--- src/rtl/adcwm_pkg.sv ---
package adcwm_pkg;

  // Index of each side of the window in per-side vectors.
  localparam int SIDE_LO = 0;
  localparam int SIDE_HI = 1;
  localparam int N_SIDE  = 2;

  // True when the side flags results that exceed its limit.
  function automatic bit side_is_upper(int side);
    return side == SIDE_HI;
  endfunction

endpackage

--- src/rtl/adcwm_chan_filter.sv ---
module adcwm_chan_filter #(
  parameter int CHAN_W = 4
) (
  input  logic              valid_i,
  input  logic [CHAN_W-1:0] chan_i,
  input  logic [CHAN_W-1:0] sel_i,
  input  logic              all_i,
  output logic              accept_o
);

  logic chan_match;

  always_comb begin
    chan_match = (chan_i == sel_i);
    accept_o   = valid_i & (all_i | chan_match);
  end

endmodule

--- src/rtl/adcwm_limit_cmp.sv ---
module adcwm_limit_cmp #(
  parameter int WORD_W = 16,
  parameter bit UPPER  = 1'b1
) (
  input  logic              accept_i,
  input  logic              enable_i,
  input  logic [WORD_W-1:0] sample_i,
  input  logic [WORD_W-1:0] limit_i,
  output logic              hit_o
);

  logic beyond;

  // The parameter picks the direction of the strict comparison.
  generate
    if (UPPER) begin : g_above
      always_comb beyond = (sample_i > limit_i);
    end else begin : g_below
      always_comb beyond = (sample_i < limit_i);
    end
  endgenerate

  always_comb hit_o = accept_i & enable_i & beyond;

endmodule

--- src/rtl/adcwm_flag_cell.sv ---
module adcwm_flag_cell (
  input  logic clk,
  input  logic rst,
  input  logic set_i,
  input  logic clr_i,
  input  logic ien_i,
  output logic raw_next_o,
  output logic raw_q_o,
  output logic irq_q_o
);

  // A set on the same edge as a clear wins.
  always_comb raw_next_o = set_i | (raw_q_o & ~clr_i);

  always_ff @(posedge clk) begin
    if (rst) begin
      raw_q_o <= 1'b0;
      irq_q_o <= 1'b0;
    end else begin
      raw_q_o <= raw_next_o;
      irq_q_o <= raw_next_o & ien_i;
    end
  end

  // a set flag holds unless it is cleared
  p_sticky_r8: assert property (@(posedge clk) disable iff (rst)
    (raw_q_o && !clr_i) |=> raw_q_o);

  // a clear without a set drops the flag
  p_clear_r8: assert property (@(posedge clk) disable iff (rst)
    (clr_i && !set_i) |=> !raw_q_o);

  // a violation beats a simultaneous clear
  p_set_wins_r9: assert property (@(posedge clk) disable iff (rst)
    set_i |=> raw_q_o);

  // a masked interrupt never shows without its raw flag
  p_irq_gated_r10: assert property (@(posedge clk) disable iff (rst)
    irq_q_o |-> raw_q_o);

endmodule

--- src/rtl/adc_window_monitor.sv ---
module adc_window_monitor
  import adcwm_pkg::*;
#(
  parameter int CHAN_W = 4,
  parameter int DATA_W = 12,
  parameter int WORD_W = 16
) (
  input  logic              clk,
  input  logic              rst,
  input  logic              res_valid,
  input  logic [CHAN_W-1:0] res_chan,
  input  logic [WORD_W-1:0] res_data,
  input  logic [DATA_W-1:0] cfg_hi_limit,
  input  logic [DATA_W-1:0] cfg_lo_limit,
  input  logic              cfg_hi_chk,
  input  logic              cfg_lo_chk,
  input  logic [CHAN_W-1:0] cfg_chan_sel,
  input  logic              cfg_all_chan,
  input  logic              cfg_ie_hi,
  input  logic              cfg_ie_lo,
  input  logic              clr_stb,
  input  logic [1:0]        clr_mask,
  output logic              raw_hi,
  output logic              raw_lo,
  output logic              irq_hi,
  output logic              irq_lo,
  output logic              irq
);

  localparam int PAD_W = WORD_W - DATA_W;
  localparam logic [WORD_W-1:0] VALUE_MASK = {{PAD_W{1'b0}}, {DATA_W{1'b1}}};

  logic [WORD_W-1:0] sample_w;
  logic              accept;
  logic [N_SIDE-1:0] chk_en, ien, clr_sel, hit, raw_next, raw_q, irq_q;
  logic [WORD_W-1:0] limit_w [N_SIDE];
  logic              irq_q_any;

  // Only the right-aligned value takes part in the comparisons.
  always_comb sample_w = res_data & VALUE_MASK;

  always_comb begin
    chk_en[SIDE_HI]  = cfg_hi_chk;
    chk_en[SIDE_LO]  = cfg_lo_chk;
    ien[SIDE_HI]     = cfg_ie_hi;
    ien[SIDE_LO]     = cfg_ie_lo;
    limit_w[SIDE_HI] = {{PAD_W{1'b0}}, cfg_hi_limit};
    limit_w[SIDE_LO] = {{PAD_W{1'b0}}, cfg_lo_limit};
    clr_sel          = clr_mask & {N_SIDE{clr_stb}};
  end

  adcwm_chan_filter #(.CHAN_W(CHAN_W)) u_filter (
    .valid_i  (res_valid),
    .chan_i   (res_chan),
    .sel_i    (cfg_chan_sel),
    .all_i    (cfg_all_chan),
    .accept_o (accept)
  );

  generate
    for (genvar s = 0; s < N_SIDE; s++) begin : g_side
      adcwm_limit_cmp #(
        .WORD_W (WORD_W),
        .UPPER  (side_is_upper(s))
      ) u_cmp (
        .accept_i (accept),
        .enable_i (chk_en[s]),
        .sample_i (sample_w),
        .limit_i  (limit_w[s]),
        .hit_o    (hit[s])
      );

      adcwm_flag_cell u_flag (
        .clk        (clk),
        .rst        (rst),
        .set_i      (hit[s]),
        .clr_i      (clr_sel[s]),
        .ien_i      (ien[s]),
        .raw_next_o (raw_next[s]),
        .raw_q_o    (raw_q[s]),
        .irq_q_o    (irq_q[s])
      );
    end
  endgenerate

  // The combined line is registered from the same next state, so it keeps
  // the latency of the per-side outputs.
  always_ff @(posedge clk) begin
    if (rst) irq_q_any <= 1'b0;
    else     irq_q_any <= |(raw_next & ien);
  end

  always_comb begin
    raw_hi = raw_q[SIDE_HI];
    raw_lo = raw_q[SIDE_LO];
    irq_hi = irq_q[SIDE_HI];
    irq_lo = irq_q[SIDE_LO];
    irq    = irq_q_any;
  end

  // a result from an unwatched channel changes no flag
  p_unwatched_quiet_r6: assert property (@(posedge clk) disable iff (rst)
    (res_valid && !cfg_all_chan && (res_chan != cfg_chan_sel) && !clr_stb)
    |=> $stable({raw_hi, raw_lo}));

  // with no valid result and no clear the flags hold
  p_idle_hold_r12: assert property (@(posedge clk) disable iff (rst)
    (!res_valid && !clr_stb) |=> $stable({raw_hi, raw_lo}));

  // a value equal to the upper limit does not raise the upper flag
  p_equal_quiet_r4: assert property (@(posedge clk) disable iff (rst)
    (res_valid && (res_data[DATA_W-1:0] == cfg_hi_limit) && !raw_hi)
    |=> !raw_hi);

  // a disabled lower check never raises the lower flag
  p_lo_disabled_r5: assert property (@(posedge clk) disable iff (rst)
    (!cfg_lo_chk && !raw_lo) |=> !raw_lo);

  // the combined line agrees with the two masked lines
  p_irq_or_r10: assert property (@(posedge clk) disable iff (rst)
    irq == (irq_hi || irq_lo));

endmodule

--- config.mk ---
export PLATFORM = sky130hd
export DESIGN_NAME = adc_window_monitor
export DESIGN_NICKNAME = d
export VERILOG_FILES = /design/src/rtl/adcwm_pkg.sv /design/src/rtl/adcwm_chan_filter.sv /design/src/rtl/adcwm_limit_cmp.sv /design/src/rtl/adcwm_flag_cell.sv /design/src/rtl/adc_window_monitor.sv
export SDC_FILE = /design/constraint.sdc
export NUM_CORES = 1
export LEC_CHECK = 0
export BUFFER_PORTS_ARGS = -buffer_cell sky130_fd_sc_hd__buf_2
export CAP_MARGIN = 0
export CORE_MARGIN = 4
export CORE_UTILIZATION = 36
export CTS_CLUSTER_SIZE = 16
export DETAILED_ROUTE_END_ITERATION = 7
export PLACE_DENSITY_LB_ADDON = 0.2
export SYNTH_ARGS = -nofsm -noshare
export SYNTH_HDL_FRONTEND = slang
export SYNTH_SLANG_ARGS = --single-unit
--- constraint.sdc ---
create_clock -name clk -period 1.5 [get_ports clk]
set_clock_uncertainty 0.05 [all_clocks]
set_input_delay 0.225 -clock clk [delete_from_list [all_inputs] [get_ports clk]]
set_output_delay 0.225 -clock clk [all_outputs]
set_load 0.005 [all_outputs]
Word-level counts from Yosys, hierarchy flattened

Index checks and enable logic that the tools add are counted.

Register bits after elaboration: 5
Input bits: 59
Output and inout port bits: 5
Logic and storage cells: 25

Order comparisons: 2
Equality and inequality tests: 1
Bitwise operators: 16
Reduce and logical (&&, ||, !) cells: 1

Operators with widths:

| kind                        | number |
|---|---|
| > comparator 12 bit         | 1 |
| less-than comparator 12 bit | 1 |
| AND 1 bit                   | 9 |
| AND 2 bit                   | 2 |
| equality test 4 bit         | 1 |
| bitwise OR 1 bit            | 3 |
| inverter 1 bit              | 2 |
| OR reduction 2 bit          | 1 |

Logic depth before layout (Yosys ltp)

Gate-level depths: netlist of run 1.

Depth after elaboration: 8
Depth in mapped cells: 7
Depth with buffers taken out: 7

Hierarchy

Synthesis of run 1 repeated with hierarchy kept, for this count alone.

Cells, all modules: 135
Area total of the unflattened synthesis: 1,044.8 um2

Modules (own cells, without submodules):

| module                            | times used | cells an instance | area an instance (um2) | sequential area each (um2) |
|---|---|---|---|---|
| adcwm_limit_cmp (g_side[1].u_cmp) | 1          | 57                | 404.1                  | 0.0 |
| adcwm_limit_cmp (g_side[0].u_cmp) | 1          | 50                | 389.1                  | 0.0 |
| adcwm_flag_cell                   | 2          | 8                 | 77.6                   | 40.0 |
| adcwm_chan_filter                 | 1          | 6                 | 48.8                   | 0.0 |
| adc_window_monitor                | 1          | 6                 | 47.5                   | 20.0 |

Least setup slack after synthesis of run 1

OpenSTA, ideal clock, no wires.

Kind: input -> register
From: input cfg_hi_limit[3]
To: register irq_q_any (netlist: irq)
Library setup time: 0.135 ns
Data arrival time: 1.394 ns
Required time: 1.315 ns
Path slack: -0.079 ns
Cell stages on the path: 7
Path buffers: 0
Cells stage by stage: inv_1 -> ha_1 -> and4b_1 -> a211oi_2 -> nor3_1 -> o311ai_2 -> o211ai_1

Cells in the longest elaborated chain, start to end: 5

Ends and longest elaborated chain:

| item                 | RTL line                 | RTL |
|---|---|---|
| start, declared      | adc_window_monitor.sv:13 | `input logic [DATA_W-1:0] cfg_hi_limit,` |
| > comparator 12 bit  | adcwm_limit_cmp.sv:17    | `always_comb beyond = (sample_i > limit_i);` |
| AND 1 bit            | adcwm_limit_cmp.sv:23    | `always_comb hit_o = accept_i & enable_i & beyond;` |
| bitwise OR 1 bit     | adcwm_flag_cell.sv:13    | `always_comb raw_next_o = set_i \| (raw_q_o & ~clr_i);` |
| AND 2 bit            | adc_window_monitor.sv:90 | `else irq_q_any <= \|(raw_next & ien);` |
| OR reduction 2 bit   | adc_window_monitor.sv:90 |  |
| end signal, assigned | adc_window_monitor.sv:90 |  |
| end, declared        | adc_window_monitor.sv:37 | `logic irq_q_any;` |

No other way between the ends.
A chain may end at the register's enable or synchronous reset.

Worst setup path in the final report of run 1

From: input res_data[7]
To: register irq_q_any (netlist: irq)

Cells in the longest elaborated chain, start to end: 5
Elaborated cells between the ends (all ways): 8
Those cells by class: 2 x order compare; 5 x bitwise; 1 x reduce/logical

Ends and longest elaborated chain:

| item                                                                      | RTL line                                     | RTL |
|---|---|---|
| start, declared                                                           | adc_window_monitor.sv:12                     | `input logic [WORD_W-1:0] res_data,` |
| less-than comparator 12 bit / > comparator 12 bit (equally long branches) | adcwm_limit_cmp.sv:19, adcwm_limit_cmp.sv:17 |  |
| AND 1 bit                                                                 | adcwm_limit_cmp.sv:23                        |  |
| bitwise OR 1 bit                                                          | adcwm_flag_cell.sv:13                        |  |
| AND 2 bit *                                                               | adc_window_monitor.sv:90                     |  |
| OR reduction 2 bit *                                                      | adc_window_monitor.sv:90                     |  |

Every way passes the cells marked *; elsewhere a longest branch is shown, timed or not.

==> summary.md, run 1 <==
| Metric | Value |
|---|---|
| Root Buffer | `clkbuf_4` |
| CP Max Fanout | `3` |
| Clock transition at path regs | `50 ps` |
| PnR worst setup slack | `80.1 ps` |
| GR Util met1 | `16.7%` |
| Detailed Place HPWL | `2.08 mm` |
| Most frequent cells in the layout | `buf_2, inv_1, ha_1, a21oi_1` |
| Worst Path Buf+Inv | `1` |
| Vias/cell | `4.74` |
| Most common cell after layout, fill and taps aside | `buf_2` |
| Worst skew pair latency | `240 ps` |
| Area Growth Syn to Fin | `53.3%` |
| Largest net degree at the start of global routing | `5` |
| Pwr dens | `448 nW/um^2` |
| Status | `finished, final reports clean` |
| GR Overflow Total | `0` |
| Mapped Cells | `106` |
| Cell Chain, Critical Path | `buf_2 > ha_1 > a21oi_1 > o21a_1 > o21bai_1 > o311ai_2 > o211ai_1` |
| Yosys warnings | `0` |
| Avg WL per Cell | `11.2 um` |
| Met2 Resource Use GR | `28.5%` |
| Final Cycle Share | `94.7%` |
| CTS tree | `yes` |
| CP required | `1560 ps` |
| CTS Hold Bufs | `0` |
| Die area | `3140 um^2` |
| CP peak stage delay | `320 ps` |
| RSZ-0062 raised after global routing | `false` |
| Type of origin of the critical path | `input pin` |
| Max Clock Freq | `704 MHz` |
| Inst Count DP | `198` |
| Via Count | `958` |
| Distinct cells, synth | `30` |
| H-tree levels | `1` |
| Initial antenna violation count | `0` |
| Final setup violating endpoints | `0` |
| Cts repair resizes | `0` |
| Final core occ | `57.6%` |
| Critical path arrival | `1480 ps` |
| LEAKAGE | `0.740 nW` |
| Period minus WS final | `1420 ps` |
| Die height | `56.0 um` |
| N_diodes | `0` |
| Post-CTS Setup Repair Bufs | `0` |
| Final Max Slew Viols | `0` |
| CTS max path bufs | `2` |
| Worst-Margin Slew | `316 ps` |
| Drt first pass iters | `2` |
| Synthesized cell area | `831 um^2` |
| Layout cells sized above 1 | `44.3%` |
| Worst Hold Class | `input pin to flip-flop` |
| IO Port Bufs | `59` |
| Number of buffers created by CTS | `3` |
| Top Ports | `64` |
| Dpl ws | `-223 ps` |
| Max Cap Viol | `0` |
| Worst VDD drop | `0.597 mV` |
| Global-route usage over all layers | `14.9%` |
| Critical path's slowest cell | `ha_1` |
| GR Util met3 | `4.41%` |
| Antenna Nets Post-Route | `0` |
| #FFs+latches synth | `5` |
| Post-route insts no fill | `202` |
| Busiest grt layer | `met2` |
| Die Wd | `56.0 um` |
| Mean post-synth cell area | `7.84 um^2` |
| Row count | `17` |
| Sequential cell area | `100 um^2` |
| Worst setup EP type | `flip-flop` |
| Starting density of the core | `37.6%` |
| Vias in the first global route | `977` |
| Register area share after synthesis | `12.0%` |
| Core footprint | `2210 um^2` |
| DRC | `0` |
| DR iter-0 viols | `13` |
| Top delay family on crit path | `compound AO/OA/AOI/OAI gates` |
| Slew HR | `78.7%` |
| Area of the multi-input gates | `682 um^2` |
| First-pass GRT wire length | `3.94 mm` |
| Placer Congestion | `0.793` |
| Filler cells | `223` |
| Final hold violations | `0` |
| Layout Nets | `257` |
| Sink Count | `5` |
| Crit Path Category | `input pin to flip-flop` |
| Wirelength, routed | `2.26 mm` |
| Syn_nets | `188` |
final timing paths:
path	slack [ps]	end	start	cells past startpoint
setup reg to reg	450	irq	g_side[0].u_flag.raw_q_o	4
setup / recovery	80	irq	res_data[7]	7
hold reg to reg	420	g_side[1].u_flag.raw_q_o	g_side[1].u_flag.raw_q_o	2
hold / removal	140	g_side[1].u_flag.raw_q_o	rst	2
layout make-up:
type	count	area share (%)
multi-input cells	75	53.5
flip-flops and latches	5	7.86
well taps	28	2.75
inverters	26	7.66
clock buffers	4	2.06
repair buffers	64	26.1
cell families after synthesis:
family	after synthesis	share of synthesized area, %
AOI/OAI and AO/OA	25	21.7
and+or+nand+nor	23	15.7
xor gates and xnor gates	4	4.22
DFF	5	12.0
adders and majority gates	23	34.6
buffers and inverters	26	11.7
power by group:
part	total [mW]	internal [mW]	switching (mW)	leakage (nW)
clock	0.161	0.101	0.0601	0.0150
combinational	0.269	0.145	0.124	0.685
sequential	0.140	0.138	0.00164	0.0406
total	0.570	0.384	0.186	0.740
synthesized netlist by cell type:
| cell type | count | area share [%] |
|---|---|---|
| a211oi_2 | 1 | 1.5 |
| inv_1 | 26 | 12 |
| a21o_1 | 1 | 0.90 |
| a21oi_1 | 6 | 3.6 |
| and2_1 | 1 | 0.75 |
| nor3b_1 | 1 | 0.90 |
| o31a_1 | 1 | 1.1 |
| o311ai_1 | 1 | 1.1 |
| nor2b_1 | 1 | 0.75 |
| a31oi_1 | 1 | 0.75 |
| nor4_1 | 1 | 0.75 |
| nand3_1 | 4 | 2.4 |
| nor3_1 | 2 | 1.2 |
| a31o_2 | 1 | 1.1 |
| o311ai_2 | 1 | 2.0 |
| o21bai_1 | 1 | 0.90 |
| o21a_1 | 1 | 0.90 |
| o21a_2 | 1 | 1.1 |
| o211ai_1 | 2 | 1.8 |
| a21boi_0 | 1 | 0.90 |
| a211oi_1 | 2 | 1.8 |
| nor2_1 | 3 | 1.4 |
| and4b_1 | 1 | 1.2 |
| dfxtp_1 | 5 | 12 |
| nand4_1 | 4 | 3.0 |
| o21ai_0 | 4 | 2.4 |
| nand4_2 | 1 | 1.5 |
| ha_1 | 23 | 35 |
| nand2_1 | 4 | 1.8 |
| xor2_1 | 4 | 4.2 |
through the flow:
| stage | instance area (um^2) | TNS, ps | hold slack [ps] | total power [mW] |
|---|---|---|---|---|
| after global routing | 1270 | 0 | 156 | 0.624 |
| after detailed placement | 1240 | -824 | 393 | 0.412 |
| final | 1270 | 0 | 142 | 0.570 |
| after floorplan | 873 | 0 | 244 | 0.283 |
| after global placement | 1240 | -720 | 394 | 0.400 |
| after CTS | 1270 | 0 | 137 | 0.577 |
sequential cells by signal, summed over array words and instances (netlist names):
signal,count
g_side.u_flag.irq_q_o,2
g_side.u_flag.raw_q_o,2
irq,1
layer usage:
metal / vias to the layer above / part of all wire [%]
li1: 508 / -
met1: 420 / 40
met2: 30 / 53
met3: 0 / 6.2
met4: 0 / 0
met5: - / 0
Power figures use the tool's default switching activity.
==> run 2: changes to the inputs <==
--- a/config.mk
+++ b/config.mk
@@ -7,10 +7,10 @@
 export LEC_CHECK = 0
 export BUFFER_PORTS_ARGS = -buffer_cell sky130_fd_sc_hd__buf_2
 export CAP_MARGIN = 0
-export CORE_MARGIN = 4
 export CORE_UTILIZATION = 36
 export CTS_CLUSTER_SIZE = 16
 export DETAILED_ROUTE_END_ITERATION = 7
+export GPL_ROUTABILITY_DRIVEN = 1
 export PLACE_DENSITY_LB_ADDON = 0.2
 export SYNTH_ARGS = -nofsm -noshare
 export SYNTH_HDL_FRONTEND = slang
==> summary.md, run 2 (synthesis results as in run 1) <==
| Metric | Value |
|---|---|
| Reg2Reg Depth | `4 (unchanged)` |
| Setup TNS | `0 ps (unchanged)` |
| Pwr dens | `447 nW/um^2 (-0.23%)` |
| Worst r2r src | `g_side[0].u_flag.raw_q_o` |
| Die Wd | `50.0 um (-11%)` |
| Detailed Place HPWL | `1.90 mm (-8.9%)` |
| CTS max path bufs | `2 (unchanged)` |
| Global-route usage over all layers | `19.4% (+4.4 points)` |
| Final hold violations | `0 (unchanged)` |
| Layout Nets | `256 (-0.39%)` |
| First-pass GRT wire length | `3.75 mm (-4.9%)` |
| Final Max Slew Viols | `0 (unchanged)` |
| Area of the multi-input gates | `699 um^2 (+2.6%)` |
| CP Max Fanout | `3 (unchanged)` |
| Layout cells sized above 1 | `46.2% (+2.0 points)` |
| Starting density of the core | `37.9% (+0.36 points)` |
| Row count | `17 (unchanged)` |
| Number of buffers created by CTS | `3 (unchanged)` |
| Most frequent cells in the layout | `buf_2, inv_1, ha_1, a21oi_1, dfxtp_1` |
| Top Ports | `64 (unchanged)` |
| Max Cap Viol | `0 (unchanged)` |
| Root Buffer | `clkbuf_4` |
| Antenna Nets Post-Route | `0 (unchanged)` |
| Clock transition at path regs | `50 ps (about the same)` |
| Worst VDD drop | `0.309 mV (-48%)` |
| Worst-Margin Slew | `380 ps (+64.2 ps)` |
| LEAKAGE | `0.735 nW (-0.73%)` |
| CTS Hold Bufs | `0 (unchanged)` |
| Drt first pass iters | `5 (+3)` |
| Sink Count | `5 (unchanged)` |
| Core footprint | `2190 um^2 (-0.96%)` |
| Vias/cell | `4.80 (+1.1%)` |
| Area Growth Syn to Fin | `55.3%` |
| Largest net degree at the start of global routing | `5 (unchanged)` |
| Placer Congestion | `0.697 (-12%)` |
| Most common cell after layout, fill and taps aside | `buf_2` |
| DR iter-0 viols | `7 (-6)` |
| Final Cycle Share | `94.7% (about the same)` |
| Worst setup EP type | `flip-flop` |
| CTS tree | `yes` |
| Hold wc startpoint | `rst` |
| Flop2flop setup slack | `380 ps (-70 ps)` |
| Vias in the first global route | `1029 (+5.3%)` |
| Slew HR | `74.5% (-4.2 points)` |
| GR Overflow Total | `0 (unchanged)` |
| Initial antenna violation count | `0 (unchanged)` |
| Max Clock Freq | `704 MHz (about the same)` |
| Status | `finished, violations left` |
| Period minus WS final | `1420 ps (+0.496 ps)` |
| Failing checks | `design-rule violations` |
| Capture point of the worst reg-to-reg path | `irq` |
| Worst skew pair latency | `240 ps (about the same)` |
| Crit Path Category | `input pin to flip-flop` |
| Sequential cell area | `100 um^2 (unchanged)` |
| N_diodes | `0 (unchanged)` |
| Worst Hold Class | `input pin to flip-flop` |
| Die height | `50.0 um (-11%)` |
| Type of origin of the critical path | `input pin` |
| Die area | `2500 um^2 (-20%)` |
| IO Port Bufs | `59 (unchanged)` |
| Critical path arrival | `1490 ps (about the same)` |
| Wirelength, routed | `2.18 mm (-3.6%)` |
| Final setup violating endpoints | `0 (unchanged)` |
| Final core occ | `58.9% (+1.3 points)` |
| Hold EP | `g_side[1].u_flag.raw_q_o` |
| Total power | `0.576 mW (+1.0%)` |
| DRC | `4 (+4)` |
| Filler cells | `202 (-9.4%)` |
| Avg WL per Cell | `10.9 um (-3.1%)` |
| CP required | `1570 ps (about the same)` |
| H-tree levels | `1 (unchanged)` |
| Hold Path Depth | `2 (unchanged)` |
| Via Count | `964 (+0.63%)` |
## run 2: cell count changes in the layout (fill, tap and decap cells not counted)
cell	previous run	this run
inv_1	26	24
inv_2	0	2
buf_4	5	4
buf_6	0	1
ha_4	3	4
buf_2	59	58
nor3_2	1	2
nor3_1	1	0
ha_1	20	19
## run 2: final cells by class
| cell class | count | area share (%) |
|---|---|---|
| clock buffer | 4 | 2.04 |
| inverter | 26 | 7.57 |
| multi-input combinational | 75 | 54.2 |
| sequential | 5 | 7.76 |
| tap | 28 | 2.72 |
| timing repair buffer | 63 | 25.7 |
## run 2: through the flow
stage	hold slack (ps)	std cells	cell area, um^2	setup slack [ps]
finish	145	201	1290	79.6
global route	135	201	1290	-41.4
CTS	140	200	1250	34.0
detailed placement	402	196	1230	-225
global placement	396	196	1230	-200
floorplan	244	106	873	9.64
## run 2: worst max-delay path by stage
stage / startpoint / to / slack (ps) / cells after the start
floorplan: cfg_hi_limit[7] / irq / 10 / 7
global placement: res_data[10] / irq / -200 / 7
detailed placement: res_data[10] / irq / -230 / 7
CTS: res_data[10] / irq / 30 / 7
global route: res_data[10] / irq / -40 / 7
finish: res_data[10] / irq / 80 / 7
## run 2: repair_timing
action / 4_1_cts / 5_1_grt
hold endpoints to repair: 0 / 0
gates resized for setup: 0 / 6
setup endpoints to repair: 0 / 3
setup buffers: 0 / 1
## run 2: worst max-delay path, stage by stage
cell and delay [ps]:
buf_2 130, ha_1 290, nand4_1 180, nor3_2 240
a21oi_1 100, a31oi_2 220, o211ai_1 110
## run 2: report_power, final
group / switching (mW) / internal [mW] / total [mW] / leakage [nW]
Sequential: 0.00181 / 0.138 / 0.140 / 0.0406
Clock: 0.0606 / 0.101 / 0.161 / 0.0150
Combinational: 0.129 / 0.146 / 0.275 / 0.679
## run 2: per-layer routing
| metal | vias up | global-route usage [%] | part of all wire [%] |
|---|---|---|---|
| met5 | - | 0 | 0 |
| met4 | 0 | 10.0 | 0 |
| met3 | 0 | 4.94 | 7.6 |
| met2 | 42 | 35.1 | 54 |
| met1 | 415 | 20.1 | 39 |
| li1 | 507 | - | - |
